### src/rtl/ulog_pkg.sv
// Package: shared types of the undo-logging controller.
// Assumes nothing beyond IEEE 1800-2017 packages.
package ulog_pkg;

    // Control states of the sequencer
    typedef enum logic [1:0] {
        ST_IDLE   = 2'd0,   // accepting writes and pulses
        ST_DATA   = 2'd1,   // old data logged, new data due this cycle
        ST_REPLAY = 2'd2    // walking the log newest-first
    } ulog_state_e;

endpackage

### src/rtl/ulog_dir.sv
// Module: per-line saved flags, the extra directory bit of each line.
// A flag is set when its line is first logged and all flags clear together.
// Assumes set and clear-all are never requested in the same cycle; clear wins.
module ulog_dir #(
    parameter int ADDR_W = 3
) (
    input  logic                  clk,
    input  logic                  rst_n,
    input  logic                  set_en,
    input  logic [ADDR_W-1:0]     set_idx,
    input  logic                  clr_all,
    output logic [(1<<ADDR_W)-1:0] flags
);
    localparam int LINES = 1 << ADDR_W;

    logic [LINES-1:0] set_dec;

    // One-hot decode of the line being marked
    for (genvar i = 0; i < LINES; i++) begin : g_dec
        assign set_dec[i] = set_en && (set_idx == ADDR_W'(i));
    end

    // Flag register: reset, bulk clear, or set of one line
    always_ff @(posedge clk) begin
        if (!rst_n) begin
            flags <= '0;
        end else if (clr_all) begin
            flags <= '0;
        end else begin
            flags <= flags | set_dec;
        end
    end

endmodule

### src/rtl/ulog_mem.sv
// Module: modelled line memory with one write port and two read ports.
// Read port A feeds the logging path, read port B the external read port.
// Assumes lines reset to zero; reads are combinational.
module ulog_mem #(
    parameter int ADDR_W = 3,
    parameter int DATA_W = 8
) (
    input  logic              clk,
    input  logic              rst_n,
    input  logic              we,
    input  logic [ADDR_W-1:0] waddr,
    input  logic [DATA_W-1:0] wdata,
    input  logic [ADDR_W-1:0] ra_addr,
    output logic [DATA_W-1:0] ra_data,
    input  logic [ADDR_W-1:0] rb_addr,
    output logic [DATA_W-1:0] rb_data
);
    localparam int LINES = 1 << ADDR_W;

    logic [DATA_W-1:0] line_q [LINES];
    logic [LINES-1:0]  wsel;

    // Decode of the written line
    for (genvar i = 0; i < LINES; i++) begin : g_wsel
        assign wsel[i] = we && (waddr == ADDR_W'(i));
    end

    // Line storage update
    always_ff @(posedge clk) begin
        for (int i = 0; i < LINES; i++) begin
            if (!rst_n) begin
                line_q[i] <= '0;
            end else if (wsel[i]) begin
                line_q[i] <= wdata;
            end
        end
    end

    // Combinational read ports
    assign ra_data = line_q[ra_addr];
    assign rb_data = line_q[rb_addr];

endmodule

### src/rtl/ulog_buf.sv
// Module: undo log buffer with base, mark and tail pointers.
// base..mark holds entries of the older retained interval, mark..tail the
// current one. Commit retires base..mark; pop walks tail back; flush parks
// mark on base once replay has emptied the log.
// Assumes LOG_DEPTH is a power of two >= 2 and that push, pop and commit
// are mutually exclusive (the sequencer guarantees it).
module ulog_buf #(
    parameter int ADDR_W    = 3,
    parameter int DATA_W    = 8,
    parameter int LOG_DEPTH = 4
) (
    input  logic                          clk,
    input  logic                          rst_n,
    input  logic                          push,
    input  logic [ADDR_W-1:0]             push_addr,
    input  logic [DATA_W-1:0]             push_data,
    input  logic                          pop,
    input  logic                          commit,
    input  logic                          flush,
    output logic [$clog2(LOG_DEPTH):0]    count,
    output logic                          full,
    output logic                          empty,
    output logic [ADDR_W-1:0]             top_addr,
    output logic [DATA_W-1:0]             top_data
);
    localparam int IW = $clog2(LOG_DEPTH);
    localparam int PW = IW + 1;

    logic [PW-1:0]     base_q, mark_q, tail_q;
    logic [PW-1:0]     tail_m1;
    logic [ADDR_W-1:0] ent_addr [LOG_DEPTH];
    logic [DATA_W-1:0] ent_data [LOG_DEPTH];

    assign tail_m1 = tail_q - PW'(1);

    // Pointer maintenance
    always_ff @(posedge clk) begin
        if (!rst_n) begin
            base_q <= '0;
            mark_q <= '0;
            tail_q <= '0;
        end else if (push) begin
            tail_q <= tail_q + PW'(1);
        end else if (pop) begin
            tail_q <= tail_m1;
        end else if (commit) begin
            base_q <= mark_q;
            mark_q <= tail_q;
        end else if (flush) begin
            mark_q <= base_q;
            tail_q <= base_q;
        end
    end

    // Entry storage, written at the tail slot
    always_ff @(posedge clk) begin
        if (push) begin
            ent_addr[tail_q[IW-1:0]] <= push_addr;
            ent_data[tail_q[IW-1:0]] <= push_data;
        end
    end

    // Occupancy and newest entry
    assign count    = tail_q - base_q;
    assign full     = (count == PW'(LOG_DEPTH));
    assign empty    = (count == '0);
    assign top_addr = ent_addr[tail_m1[IW-1:0]];
    assign top_data = ent_data[tail_m1[IW-1:0]];

endmodule

### src/rtl/ulog_ctrl.sv
// Module: sequencer for writes, checkpoint commit and rollback replay.
// A first-time write logs the old line on its accepting edge and writes
// memory on the next; a repeat write goes straight to memory. Rollback
// pops one entry per cycle into memory, then clears flags and pointers.
// Assumes pulses are one cycle wide; they are honoured only while idle.
module ulog_ctrl
    import ulog_pkg::*;
#(
    parameter int ADDR_W = 3,
    parameter int DATA_W = 8
) (
    input  logic              clk,
    input  logic              rst_n,
    input  logic              wr_valid,
    input  logic [ADDR_W-1:0] wr_addr,
    input  logic [DATA_W-1:0] wr_data,
    output logic              wr_ready,
    input  logic              commit_req,
    input  logic              rb_req,
    input  logic              line_saved,
    input  logic              log_full,
    input  logic              log_empty,
    input  logic [ADDR_W-1:0] top_addr,
    input  logic [DATA_W-1:0] top_data,
    output logic              mem_we,
    output logic [ADDR_W-1:0] mem_waddr,
    output logic [DATA_W-1:0] mem_wdata,
    output logic              log_push,
    output logic              dir_set,
    output logic              dir_clr,
    output logic              buf_pop,
    output logic              buf_commit,
    output logic              buf_flush,
    output logic              rb_active,
    output logic              commit_go,
    output logic              busy,
    output logic              rb_done
);
    ulog_state_e       state_q, state_d;
    logic [ADDR_W-1:0] pend_addr_q;
    logic [DATA_W-1:0] pend_data_q;
    logic              done_q;
    logic              idle, rb_go, accept, hit_w, miss_w, replay_wr, replay_end;

    // Request qualification
    assign idle       = (state_q == ST_IDLE);
    assign rb_go      = idle && rb_req;
    assign commit_go  = idle && commit_req && !rb_req;
    assign wr_ready   = idle && !commit_req && !rb_req && (line_saved || !log_full);
    assign accept     = wr_valid && wr_ready;
    assign hit_w      = accept && line_saved;
    assign miss_w     = accept && !line_saved;
    assign replay_wr  = (state_q == ST_REPLAY) && !log_empty;
    assign replay_end = (state_q == ST_REPLAY) && log_empty;

    // Side-effect strobes to the flag, buffer and memory blocks
    assign log_push   = miss_w;
    assign dir_set    = miss_w;
    assign dir_clr    = commit_go || replay_end;
    assign buf_commit = commit_go;
    assign buf_pop    = replay_wr;
    assign buf_flush  = replay_end;
    assign rb_active  = (state_q == ST_REPLAY);
    assign busy       = !idle;
    assign rb_done    = done_q;

    // Memory write port selection
    always_comb begin
        mem_we    = 1'b0;
        mem_waddr = wr_addr;
        mem_wdata = wr_data;
        if (state_q == ST_DATA) begin
            mem_we    = 1'b1;
            mem_waddr = pend_addr_q;
            mem_wdata = pend_data_q;
        end else if (replay_wr) begin
            mem_we    = 1'b1;
            mem_waddr = top_addr;
            mem_wdata = top_data;
        end else if (hit_w) begin
            mem_we    = 1'b1;
        end
    end

    // Next-state logic
    always_comb begin
        state_d = state_q;
        case (state_q)
            ST_IDLE: begin
                if (rb_go)       state_d = ST_REPLAY;
                else if (miss_w) state_d = ST_DATA;
            end
            ST_DATA:   state_d = ST_IDLE;
            ST_REPLAY: if (log_empty) state_d = ST_IDLE;
            default:   state_d = ST_IDLE;
        endcase
    end

    // State, held write and completion pulse registers
    always_ff @(posedge clk) begin
        if (!rst_n) begin
            state_q     <= ST_IDLE;
            pend_addr_q <= '0;
            pend_data_q <= '0;
            done_q      <= 1'b0;
        end else begin
            state_q <= state_d;
            done_q  <= replay_end;
            if (miss_w) begin
                pend_addr_q <= wr_addr;
                pend_data_q <= wr_data;
            end
        end
    end

endmodule

### src/rtl/undo_log_ctrl.sv
// Module: top of the undo-logging controller.
// Connects the flag array, line memory, log buffer and sequencer.
// Assumes one write request at a time from the coherence side.
module undo_log_ctrl #(
    parameter int ADDR_W    = 3,
    parameter int DATA_W    = 8,
    parameter int LOG_DEPTH = 4
) (
    input  logic                       clk,
    input  logic                       rst_n,
    input  logic                       wr_valid,
    input  logic [ADDR_W-1:0]          wr_addr,
    input  logic [DATA_W-1:0]          wr_data,
    output logic                       wr_ready,
    input  logic                       ckpt_commit,
    input  logic                       rollback_req,
    output logic                       busy,
    output logic                       rb_done,
    input  logic [ADDR_W-1:0]          rd_addr,
    output logic [DATA_W-1:0]          rd_data,
    output logic                       rd_logged,
    output logic [$clog2(LOG_DEPTH):0] log_count
);
    localparam int LINES = 1 << ADDR_W;

    logic [LINES-1:0]  saved_vec;
    logic              line_saved, log_full, log_empty;
    logic [ADDR_W-1:0] top_addr, mem_waddr;
    logic [DATA_W-1:0] top_data, mem_wdata, old_data;
    logic              mem_we, log_push, dir_set, dir_clr;
    logic              buf_pop, buf_commit, buf_flush, rb_active, commit_go;

    assign line_saved = saved_vec[wr_addr];
    assign rd_logged  = saved_vec[rd_addr];

    ulog_dir #(.ADDR_W(ADDR_W)) i_dir (
        .clk     (clk),
        .rst_n   (rst_n),
        .set_en  (dir_set),
        .set_idx (wr_addr),
        .clr_all (dir_clr),
        .flags   (saved_vec)
    );

    ulog_mem #(.ADDR_W(ADDR_W), .DATA_W(DATA_W)) i_mem (
        .clk     (clk),
        .rst_n   (rst_n),
        .we      (mem_we),
        .waddr   (mem_waddr),
        .wdata   (mem_wdata),
        .ra_addr (wr_addr),
        .ra_data (old_data),
        .rb_addr (rd_addr),
        .rb_data (rd_data)
    );

    ulog_buf #(.ADDR_W(ADDR_W), .DATA_W(DATA_W), .LOG_DEPTH(LOG_DEPTH)) i_buf (
        .clk       (clk),
        .rst_n     (rst_n),
        .push      (log_push),
        .push_addr (wr_addr),
        .push_data (old_data),
        .pop       (buf_pop),
        .commit    (buf_commit),
        .flush     (buf_flush),
        .count     (log_count),
        .full      (log_full),
        .empty     (log_empty),
        .top_addr  (top_addr),
        .top_data  (top_data)
    );

    ulog_ctrl #(.ADDR_W(ADDR_W), .DATA_W(DATA_W)) i_ctrl (
        .clk        (clk),
        .rst_n      (rst_n),
        .wr_valid   (wr_valid),
        .wr_addr    (wr_addr),
        .wr_data    (wr_data),
        .wr_ready   (wr_ready),
        .commit_req (ckpt_commit),
        .rb_req     (rollback_req),
        .line_saved (line_saved),
        .log_full   (log_full),
        .log_empty  (log_empty),
        .top_addr   (top_addr),
        .top_data   (top_data),
        .mem_we     (mem_we),
        .mem_waddr  (mem_waddr),
        .mem_wdata  (mem_wdata),
        .log_push   (log_push),
        .dir_set    (dir_set),
        .dir_clr    (dir_clr),
        .buf_pop    (buf_pop),
        .buf_commit (buf_commit),
        .buf_flush  (buf_flush),
        .rb_active  (rb_active),
        .commit_go  (commit_go),
        .busy       (busy),
        .rb_done    (rb_done)
    );

endmodule

### config.mk
export PLATFORM = sky130hd
export DESIGN_NAME = undo_log_ctrl
export DESIGN_NICKNAME = d
export VERILOG_FILES = /design/src/rtl/ulog_pkg.sv /design/src/rtl/ulog_dir.sv /design/src/rtl/ulog_mem.sv /design/src/rtl/ulog_buf.sv /design/src/rtl/ulog_ctrl.sv /design/src/rtl/undo_log_ctrl.sv
export SDC_FILE = /design/constraint.sdc
export NUM_CORES = 1
export LEC_CHECK = 0
export ABC_AREA = 1
export BUFFER_PORTS_ARGS = -buffer_cell sky130_fd_sc_hd__buf_2
export CAP_MARGIN = 10
export CORE_MARGIN = 2
export CORE_UTILIZATION = 25
export DETAILED_ROUTE_END_ITERATION = 6
export GPL_TIMING_DRIVEN = 1
export PLACE_DENSITY = 0.37
export SYNTH_ARGS = -nofsm -noshare
export SYNTH_HDL_FRONTEND = slang
export SYNTH_SLANG_ARGS = --single-unit
### constraint.sdc
create_clock -name clk -period 8.63 [get_ports clk]
set_input_delay 0 -clock clk [delete_from_list [all_inputs] [get_ports clk]]
set_output_delay 0 -clock clk [all_outputs]
set_load 0.05 [all_outputs]
# Word-level counts from Yosys, hierarchy flattened
# Memory sizes are Yosys's and may differ from the RTL's.
# Index checks and enable logic that the tools add are counted.
[totals]
in_bits = 19
mem_count = 3
ram_bits = 108
regBits = 31
output_inout_bits = 15
elab_cells = 149
[memory_table]
columns = ["memory", "depth", "width", "rd", "rd_ports_with_merged_regs", "wr", "line", "text"]
rows = [
  ["i_mem.line_q", 8, 8, 2, 0, 8, "ulog_mem.sv:20", "logic [DATA_W-1:0] line_q [LINES];"],
  ["i_buf.ent_data", 4, 8, 1, 0, 1, "ulog_buf.sv:32", "logic [DATA_W-1:0] ent_data [LOG_DEPTH];"],
  ["i_buf.ent_addr", 4, 3, 1, 0, 1, "ulog_buf.sv:31", "logic [ADDR_W-1:0] ent_addr [LOG_DEPTH];"],
]
[classes]
bitwise = 12
add_sub_neg = 3
n_mux = 55
reduce_logical = 46
n_eq_ne = 20
order_cmp = 2
[op_table]
columns = ["operator", "n"]
rows = [
  ["$mux 8", 10],
  ["$mux 1", 32],
  ["$eq 3x3->1 const B", 9],
  ["$logic_and 1x1->1", 27],
  ["$mux 3", 7],
  ["$eq 3x2->1 const B", 4],
  ["$logic_not 3->1", 3],
  ["$lt 3x4->1 const B", 2],
  ["$or 1x1->1", 8],
  ["$or 8x8->8", 1],
  ["$bmux 1 s3", 2],
  ["$eq 3x1->1 const B", 2],
  ["$logic_not 1->1", 6],
  ["$mux 2", 3],
  ["$ne 3x3->1 const B", 2],
  ["$reduce_and 3->1", 2],
  ["$pmux 2 s2", 1],
  ["$reduce_and 2->1", 2],
  ["$add 3x1->3 const B", 1],
  ["$not 1->1", 3],
  ["$reduce_bool 3->1", 1],
  ["$sub 3x1->3 const B", 1],
  ["$sub 3x3->3", 1],
  ["$eq 2x1->1 const B", 1],
  ["other kinds (6)", 7],
]

# Longest topological paths before layout
# Gate-level depths: netlist of run 1.
[depth]
depth_word = 15
mapped_depth = 20

# By module
# A second synthesis of run 1 with hierarchy kept.
[hier_totals]
hier_cells = 999
hier_area_um2 = 7734.9
[by_module_without_submodules]
columns = ["mod", "area_each_um2", "instances", "seq_area_each_um2", "cells_per_inst"]
rows = [
  ["ulog_mem", 3957.5, 1, 1921.8, 536],
  ["ulog_buf", 2263.4, 1, 1501.4, 207],
  ["ulog_ctrl", 1007.2, 1, 280.3, 163],
  ["ulog_dir", 316.6, 1, 160.2, 45],
  ["undo_log_ctrl", 190.2, 1, 0.0, 48],
]

# Worst setup path before layout of run 1
# OpenSTA, ideal clock, no wires.
[synth_timing]
path_kind = "register -> register"
start = "reg i_buf.tail_q[0]"
end = "mem i_buf.ent_addr[0][0] (enable)"
slack_ps = 5205
setup_time_ps = 378
n_path_buf = 4
path_stages_with_launch = 17
arrival_ps = 3047
synth_period_minus_slack_ps = 3425
path_cell_list = "dfxtp_1 buf_4 inv_2 buf_4 buf_2 ha_1 fa_1 inv_1 nand2_1 nand2_1 nand2_1 nand2_2 inv_1 nand2_1 nand4_1 clkbuf_1 nor2_1"
[synth_via]
elab_chain_cells = 9
[synth_rtl]
columns = ["element", "line", "text"]
rows = [
  ["start, declared", "ulog_buf.sv:29", "logic [PW-1:0] base_q, mark_q, tail_q;"],
  ["start signal, assigned", "ulog_buf.sv:43", "tail_q <= tail_q + PW'(1);"],
  ["start signal, assigned", "ulog_buf.sv:45", "tail_q <= tail_m1;"],
  ["start signal, assigned", "ulog_buf.sv:51", "tail_q <= base_q;"],
  ["$sub 3x3->3", "ulog_buf.sv:64", "assign count = tail_q - base_q;"],
  ["via log_count[2]", "undo_log_ctrl.sv:22", "output logic [$clog2(LOG_DEPTH):0] log_count"],
  ["$eq 3x3->1", "ulog_buf.sv:65", "assign full = (count == PW'(LOG_DEPTH));"],
  ["$logic_not 1->1", "ulog_ctrl.sv:49", "assign wr_ready = idle && !commit_req && !rb_req && (line_saved || !log_full);"],
  ["$logic_or 1x1->1", "ulog_ctrl.sv:49", ""],
  ["$logic_and 1x1->1", "ulog_ctrl.sv:49", ""],
  ["$logic_and 1x1->1", "ulog_ctrl.sv:50", "assign accept = wr_valid && wr_ready;"],
  ["$logic_and 1x1->1", "ulog_ctrl.sv:52", "assign miss_w = accept && !line_saved;"],
  ["$mux 1", "ulog_buf.sv:57", "if (push) begin"],
  ["$mux 1 (implied by the code)", "ulog_buf.sv:58", "ent_addr[tail_q[IW-1:0]] <= push_addr;"],
  ["end, declared", "ulog_buf.sv:31", ""],
]
# The timed path passes the listed nets, and every way through them passes these cells.

==> results of run 1 <==
-- sequential cells by signal (all words and copies together) (netlist names) --
signal and cells:
i_mem.line_q 64, i_buf.ent_data 32, i_buf.ent_addr 12, i_ctrl.pend_data_q 8
i_dir.flags 8, i_buf.base_q 3, i_buf.mark_q 3, i_buf.tail_q 3
i_ctrl.pend_addr_q 3, i_ctrl.state_q 2, i_ctrl.rb_done 1
-- power by group through the flow --
stage / logic [mW] / clock network (mW) / registers [mW]
5_1_grt: 0.328 / 0.805 / 0.767
2_1_floorplan: 0.202 / 0 / 0.775
6_report: 0.296 / 0.765 / 0.765
3_5_place_dp: 0.293 / 0 / 0.779
3_3_place_gp: 0.293 / 0 / 0.779
4_1_cts: 0.298 / 0.780 / 0.764
-- cell usage after synthesis, types with 2 or more instances --
master	instances
o2111ai_1	3
clkinv_1	2
o211ai_1	6
nor2_1	161
inv_2	5
nand3_1	28
nand2_2	3
buf_4	2
nand2_4	2
nand4_1	6
a22oi_1	14
nor2_2	4
dfxtp_1	31
nand3_2	4
ha_1	6
xnor2_1	2
a21oi_1	21
o22ai_1	23
buf_2	5
inv_1	60
nand2_1	129
nand3_4	4
nor2_4	2
edfxtp_1	108
a31oi_1	26
o21ai_1	2
clkbuf_1	28
o21ai_0	72
-- per-layer routing --
layer	vias to the layer above	wire length [microns]	global-route usage [%]
li1	2703	-	-
met1	2672	9870	20.1
met2	141	9970	24.4
met3	23	854	2.66
met4	0	323	4.61
met5	-	0	0
-- critical path, cell delays in order (launching register included) --
cell and delay (ns):
dfxtp_1 0.31, buf_4 0.28, inv_2 0.26, ha_1 0.29, fa_1 0.38, inv_1 0.07, nand2_1 0.06, nand3_1 0.10
nand2_2 0.10, nand2_4 0.09, nand2_4 0.14, nand2_1 0.11, nand3_1 0.09, nand2_2 0.16, nand2_1 0.08, o21ai_0 0.87
-- logic make-up after synthesis --
group | after synthesis | share of synthesized area [%]
compound gates | 171 | 14.5
xor+xnor | 2 | 0.255
fa+ha+maj | 7 | 1.38
buf+inv | 105 | 6.06
flops | 139 | 56.2
simple gates | 345 | 21.5
-- placed cells by master (no fill, tap or decap), types with 23 or more instances in the layout --
master and n:
buf_2 33, edfxtp_1 108, nand3_1 28, inv_1 60
o22ai_1 23, o21ai_0 72, nor2_1 160, a31oi_1 26
nand2_1 129, dfxtp_1 31
-- cell type report --
type	count	area, sq um	area share [%]
Multi-Input combinational cell	525	2590	32.1
Clock inverter	15	195	2.42
Inverter	68	256	3.18
Timing Repair Buffer	49	315	3.90
Tap cell	341	427	5.28
Sequential cell	139	3860	47.8
Clock buffer	17	425	5.27
-- final timing paths --
path | cells after the start | start | end
worst max-delay path | 15 | i_buf.tail_q[0] | i_mem.line_q[7][7]
worst min-delay path | 1 | wr_addr[2] | i_buf.ent_addr[0][2]
worst max register to register | 15 | i_buf.tail_q[0] | i_mem.line_q[7][7]
worst min register to register | 2 | i_ctrl.pend_data_q[7] | i_ctrl.pend_data_q[7]
-- per-stage QoR --
step                instances  hold slack [ns]  instance area (sq um)  utilization (%)  power (mW)
floorplan                 769           0.0989                   6870                -       0.977
global placement         1110            0.302                   7340             27.2        1.07
detailed placement       1110            0.306                   7340             27.2        1.07
CTS                      1154            0.146                   8080             30.0        1.84
global route             1154            0.163                   8080             30.0        1.90
finish                   1154            0.147                   8080             30.0        1.83
==> impl_metrics.yaml, run 1 <==
final_layout:
  drive_above_1_share_pct: 11.8
  area_growth_pct: 17.5
  fillers: 2748
  diodes: 0
  fin_nets: 826
route:
  vias: 5539
  antenna_left: 0
  wl_per_cell_microns: 18.2
  drt-total-wl_mm: 21.0
  avgViaCountPerCell: 4.80
  drtPass1Iterations: 5
  drc_errors: 0
  drt_iter0_drc: 400
placement:
  gp_congestion: 0.772
  dp_hpwl_mm: 14.9
  dp_slack_ns: 4.81
  portBuffers: 33
clocking:
  cts_resized: 0
  cts_tree: "yes"
  clkTransAtPathRegs_ns: 0.07
  clk_latency_ns: 0.43
  root_buffer: "clkbuf_16"
  cts_sinks: 139
  h-tree-depth: 4
  post_cts_buffers: 0
  cts_buffer_depth: 2
  hold_buffers: 12
  cts_made_buffers: 17
setup_path:
  critPathArrivalTime_ns: 3.82
  crit_path_start_kind: "register"
  r2r_slack_ns: 4.85
  critPathRequiredTime_ns: 8.67
  critPathMaxFanout: 28
  path_class: "reg2reg"
  critPathCaptureType: "register"
global_routing:
  grt_pass1_vias: 5424
  grt_max_degree: 38
  track_usage_pct: 14.9
  grt_pass1_wl_mm: 32.1
  antenna_found_initial: 0
  gr-total-overflow: 0
sta:
  max_slew_margin_pct: 25.7
  fin_ws_ns: 4.85
  final.period_utilization_pct: 43.7
  layout_min_cycle_time_ns: 3.78
  timing.fmax_mhz: 265
  fin_skew_ns: 0.0101
  finalHoldViolations: 0
  tns_ns: 0
  max_slew.worst_pin.slew_ns: 1.10
  finalSetupViolations: 0
  rsz0062_at_grt: "false"
  slew_viol_final: 0
power:
  seqPwrFrac_pct: 41.9
  netSwitchingPower_mw: 0.582
  vdd_drop_max_uv: 108
  switching_share_pct: 31.9
  p_clk_share_pct: 41.9
  leakage_nw: 3.11
  power_density_nw_per_um2: 226
  p_comb_share_pct: 16.2
  intPower_mw: 1.24
status:
  status: "finished, final reports clean"
logic_synthesis:
  synthTopCellsByArea: "edfxtp_1 47%, dfxtp_1 9.0%, nor2_1 8.8%"
  syn_nets: 795
  yosys_warnings: 0
  syn_area_per_cell_sq_um: 8.94
  synth-edff-count: 108
  yosysSeqAreaShare_pct: 56.2
  syn_inst: 769
  synth_largest_area_cell: "edfxtp_1"
  ys_ff_latch: 139
  synth_area_sq_um: 6870
  synth_cell_type_count: 38
  synth_ff_type: "edfxtp_1"
  synthArstFlopShare_pct: 0
  synthDominantCellAreaShare_pct: 47.2
floorplanning:
  die_h_microns: 170
  start_util_pct: 25.5
  dieArea_sq_um: 28800
  ioPinCount: 34
  rows: 60
  die_x_microns: 170
  coreArea_sq_um: 27000
min_path:
  hp-class: "in2reg"
job:
  cap_viol_max_count: 0
No activity file was read; power rests on OpenSTA's default activity.
==> run 2: changes to the inputs <==
--- a/config.mk
+++ b/config.mk
@@ -5,14 +5,14 @@
 export SDC_FILE = /design/constraint.sdc
 export NUM_CORES = 1
 export LEC_CHECK = 0
-export ABC_AREA = 1
+export ABC_AREA = 0
 export BUFFER_PORTS_ARGS = -buffer_cell sky130_fd_sc_hd__buf_2
 export CAP_MARGIN = 10
 export CORE_MARGIN = 2
 export CORE_UTILIZATION = 25
 export DETAILED_ROUTE_END_ITERATION = 6
 export GPL_TIMING_DRIVEN = 1
-export PLACE_DENSITY = 0.37
+export PLACE_DENSITY = 0.39
 export SYNTH_ARGS = -nofsm -noshare
 export SYNTH_HDL_FRONTEND = slang
 export SYNTH_SLANG_ARGS = --single-unit
==> constraint.sdc (replaced) <==
create_clock -name clk -period 3.4 [get_ports clk]
set_input_delay 0 -clock clk [delete_from_list [all_inputs] [get_ports clk]]
set_output_delay 0 -clock clk [all_outputs]
set_load 0.05 [all_outputs]
==> impl_metrics.yaml, run 2 <==
logic_synthesis:
  synthArstFlopShare_pct: 0
  syn_area_per_cell_sq_um: 12.7
  synth_common_cells: "108 x edfxtp_1, 94 x nor2_1, 43 x nand2_1"
  synth_ff_type: "edfxtp_1"
  syn_inst: 553
  synthDominantCellAreaShare_pct: 46.2
  synth_largest_area_cell: "edfxtp_1"
  yosysSeqAreaShare_pct: 55.0
  syn_nets: 579
  synth_cell_type_count: 51
  synth_most_common_cell: "edfxtp_1"
  yosys_warnings: 0
  synth-edff-count: 108
  synth_area_sq_um: 7020
  synthTopCellsByArea: "edfxtp_1 46%, mux4_2 12%, dfxtp_1 8.8%"
  ys_ff_latch: 139
power:
  vdd_drop_max_uv: 294
  leakage_nw: 2.93
  finalPower_mw: 4.82
  power_density_nw_per_um2: 567
clocking:
  cts_made_buffers: 17
  clkTransAtPathRegs_ns: 0.06
  cts_sinks: 139
  cts_buffer_depth: 2
  root_buffer: "clkbuf_16"
  h-tree-depth: 4
  cts_tree: "yes"
  cts_resized: 0
  post_cts_buffers: 0
  clk_latency_ns: 0.43
status:
  status: "finished, final reports clean"
sta:
  fin_ws_ns: 0.200
  fin_skew_ns: 0.00910
  layout_min_cycle_time_ns: 3.20
  max_slew_margin_pct: 51.9
  finalSetupViolations: 0
  max_slew.worst_pin.slew_ns: 0.722
  tns_ns: 0
  holdWs_ns: 0.109
  finalHoldViolations: 0
  final.period_utilization_pct: 94.1
  slew_viol_final: 0
  rsz0062_at_grt: "false"
  timing.fmax_mhz: 313
final_layout:
  fillers: 2805
  final_util_pct: 30.7
  regMostFlops: "i_mem.line_q"
  diodes: 0
  largest_register_ffs: 64
  design_area_sq_um: 8500
  fin_cells: 996
  area_growth_pct: 21.1
  drive_above_1_share_pct: 27.8
  fin_nets: 632
  final_common_cell: "edfxtp_1"
  layout_common_cells: "108 x edfxtp_1, 94 x nor2_1, 40 x nand2_1"
global_routing:
  grt_pass1_vias: 5065
  gr-total-overflow: 0
  track_usage_pct: 15.3
  grt_max_degree: 30
  grt_pass1_wl_mm: 32.3
  antenna_found_initial: 0
setup_path:
  critPathMaxFanout: 8
  r2r_slack_ns: 0.20
  critPathLaunch: "i_buf.tail_q[0]"
  critPathArrivalTime_ns: 3.28
  path_class: "reg2reg"
  crit_path_start_kind: "register"
  r2r_cells: 9
  r2r-end: "i_mem.line_q[5][7]"
  critPathCaptureType: "register"
  critPathRequiredTime_ns: 3.48
  r2r-start: "i_buf.tail_q[0]"
placement:
  dp_hpwl_mm: 15.4
  portBuffers: 33
  placed_cells: 955
  dpl-instance-area_sq_um: 7830
  gp_congestion: 0.809
  dp_slack_ns: 0.205
route:
  drt-total-wl_mm: 21.3
  wl_per_cell_microns: 21.4
  drt_iter0_drc: 254
  avgViaCountPerCell: 4.76
  drtPass1Iterations: 5
  drc_errors: 0
  vias: 4737
  antenna_left: 0
floorplanning:
  ioPinCount: 34
  die_h_microns: 172
  rows: 61
  die_x_microns: 172
  coreArea_sq_um: 27700
  dieArea_sq_um: 29400
  start_util_pct: 25.3
min_path:
  min_to: "i_buf.ent_addr[0][2]"
  hp-class: "in2reg"
  min_from: "wr_addr[2]"
  holdPathStages: 2
job:
  cap_viol_max_count: 0
==> run 2: cell count changes in the layout (fill, tap and decap cells not counted), sizes merged, moves of 33 or more <==
cell / previous run / this run
inv: 75 / 13
mux4: 0 / 38
nor2: 167 / 94
mux2i: 0 / 33
nand2: 134 / 43
o21ai: 74 / 14
==> run 2: kinds of logic (layout without fill, tap and decap cells) <==
| kind of cell | count (synthesis) | count (layout) | synth area share [%] |
|---|---|---|---|
| simple gates | 195 | 195 | 12.3 |
| compound gates | 74 | 74 | 8.27 |
| buf+inv | 46 | 111 | 2.73 |
| fa+ha+maj | 7 | 7 | 1.35 |
| xor+xnor | 2 | 2 | 0.445 |
| mux | 90 | 90 | 19.9 |
| flops | 139 | 139 | 55.0 |
==> run 2: cell type report <==
cell class / instances / area [sq um] / area share [%]
inverters: 11 / 43.8 / 0.515
repair buffers: 69 / 473 / 5.56
well taps: 378 / 473 / 5.56
clock buffers: 17 / 425 / 5.00
multi-input cells: 368 / 3080 / 36.2
clock inverters: 14 / 149 / 1.75
flip-flops and latches: 139 / 3860 / 45.4
==> run 2: repair_timing <==
item | CTS | global route
setup endpoints to repair | 0 | 2
hold endpoints to repair | 13 | 0
hold buffers | 10 | 0
==> run 2: power breakdown <==
| group | internal (mW) | leakage (nW) | switching (mW) |
|---|---|---|---|
| logic | 0.358 | 1.34 | 0.664 |
| clock network | 1.08 | 0.271 | 0.768 |
| registers | 1.91 | 1.31 | 0.0419 |
| total | 3.35 | 2.93 | 1.47 |
==> run 2: how the worst max path moves through the flow <==
| stage | endpoint | slack (ns) | cells past startpoint |
|---|---|---|---|
| floorplan | i_mem.line_q[1][0] | 0.004 | 13 |
| global placement | i_mem.line_q[5][2] | 0.27 | 9 |
| detailed placement | i_mem.line_q[6][1] | 0.21 | 9 |
| CTS | i_mem.line_q[4][7] | 0.18 | 9 |
| global route | i_mem.line_q[3][0] | 0.007 | 11 |
| finish | i_mem.line_q[5][7] | 0.20 | 9 |
==> run 2: critical path: stages (launching register included) <==
cell and delay (ns):
dfxtp_1 0.33, inv_1 0.09, ha_1 0.22, fa_1 0.48, and2_1 0.24, a221oi_1 0.37
a311o_1 0.28, a22o_1 0.26, nand2_1 0.17, o21ai_4 0.41
==> run 2: per-layer routing <==
metal  up-vias  global-route usage [%]  part of all wire (%)
li1       2198                       -                     -
met4         0                    4.50                  0.99
met3         9                    2.65                   2.7
met5         -                       0                     0
met2        82                    26.4                    51
met1      2448                    19.6                    45
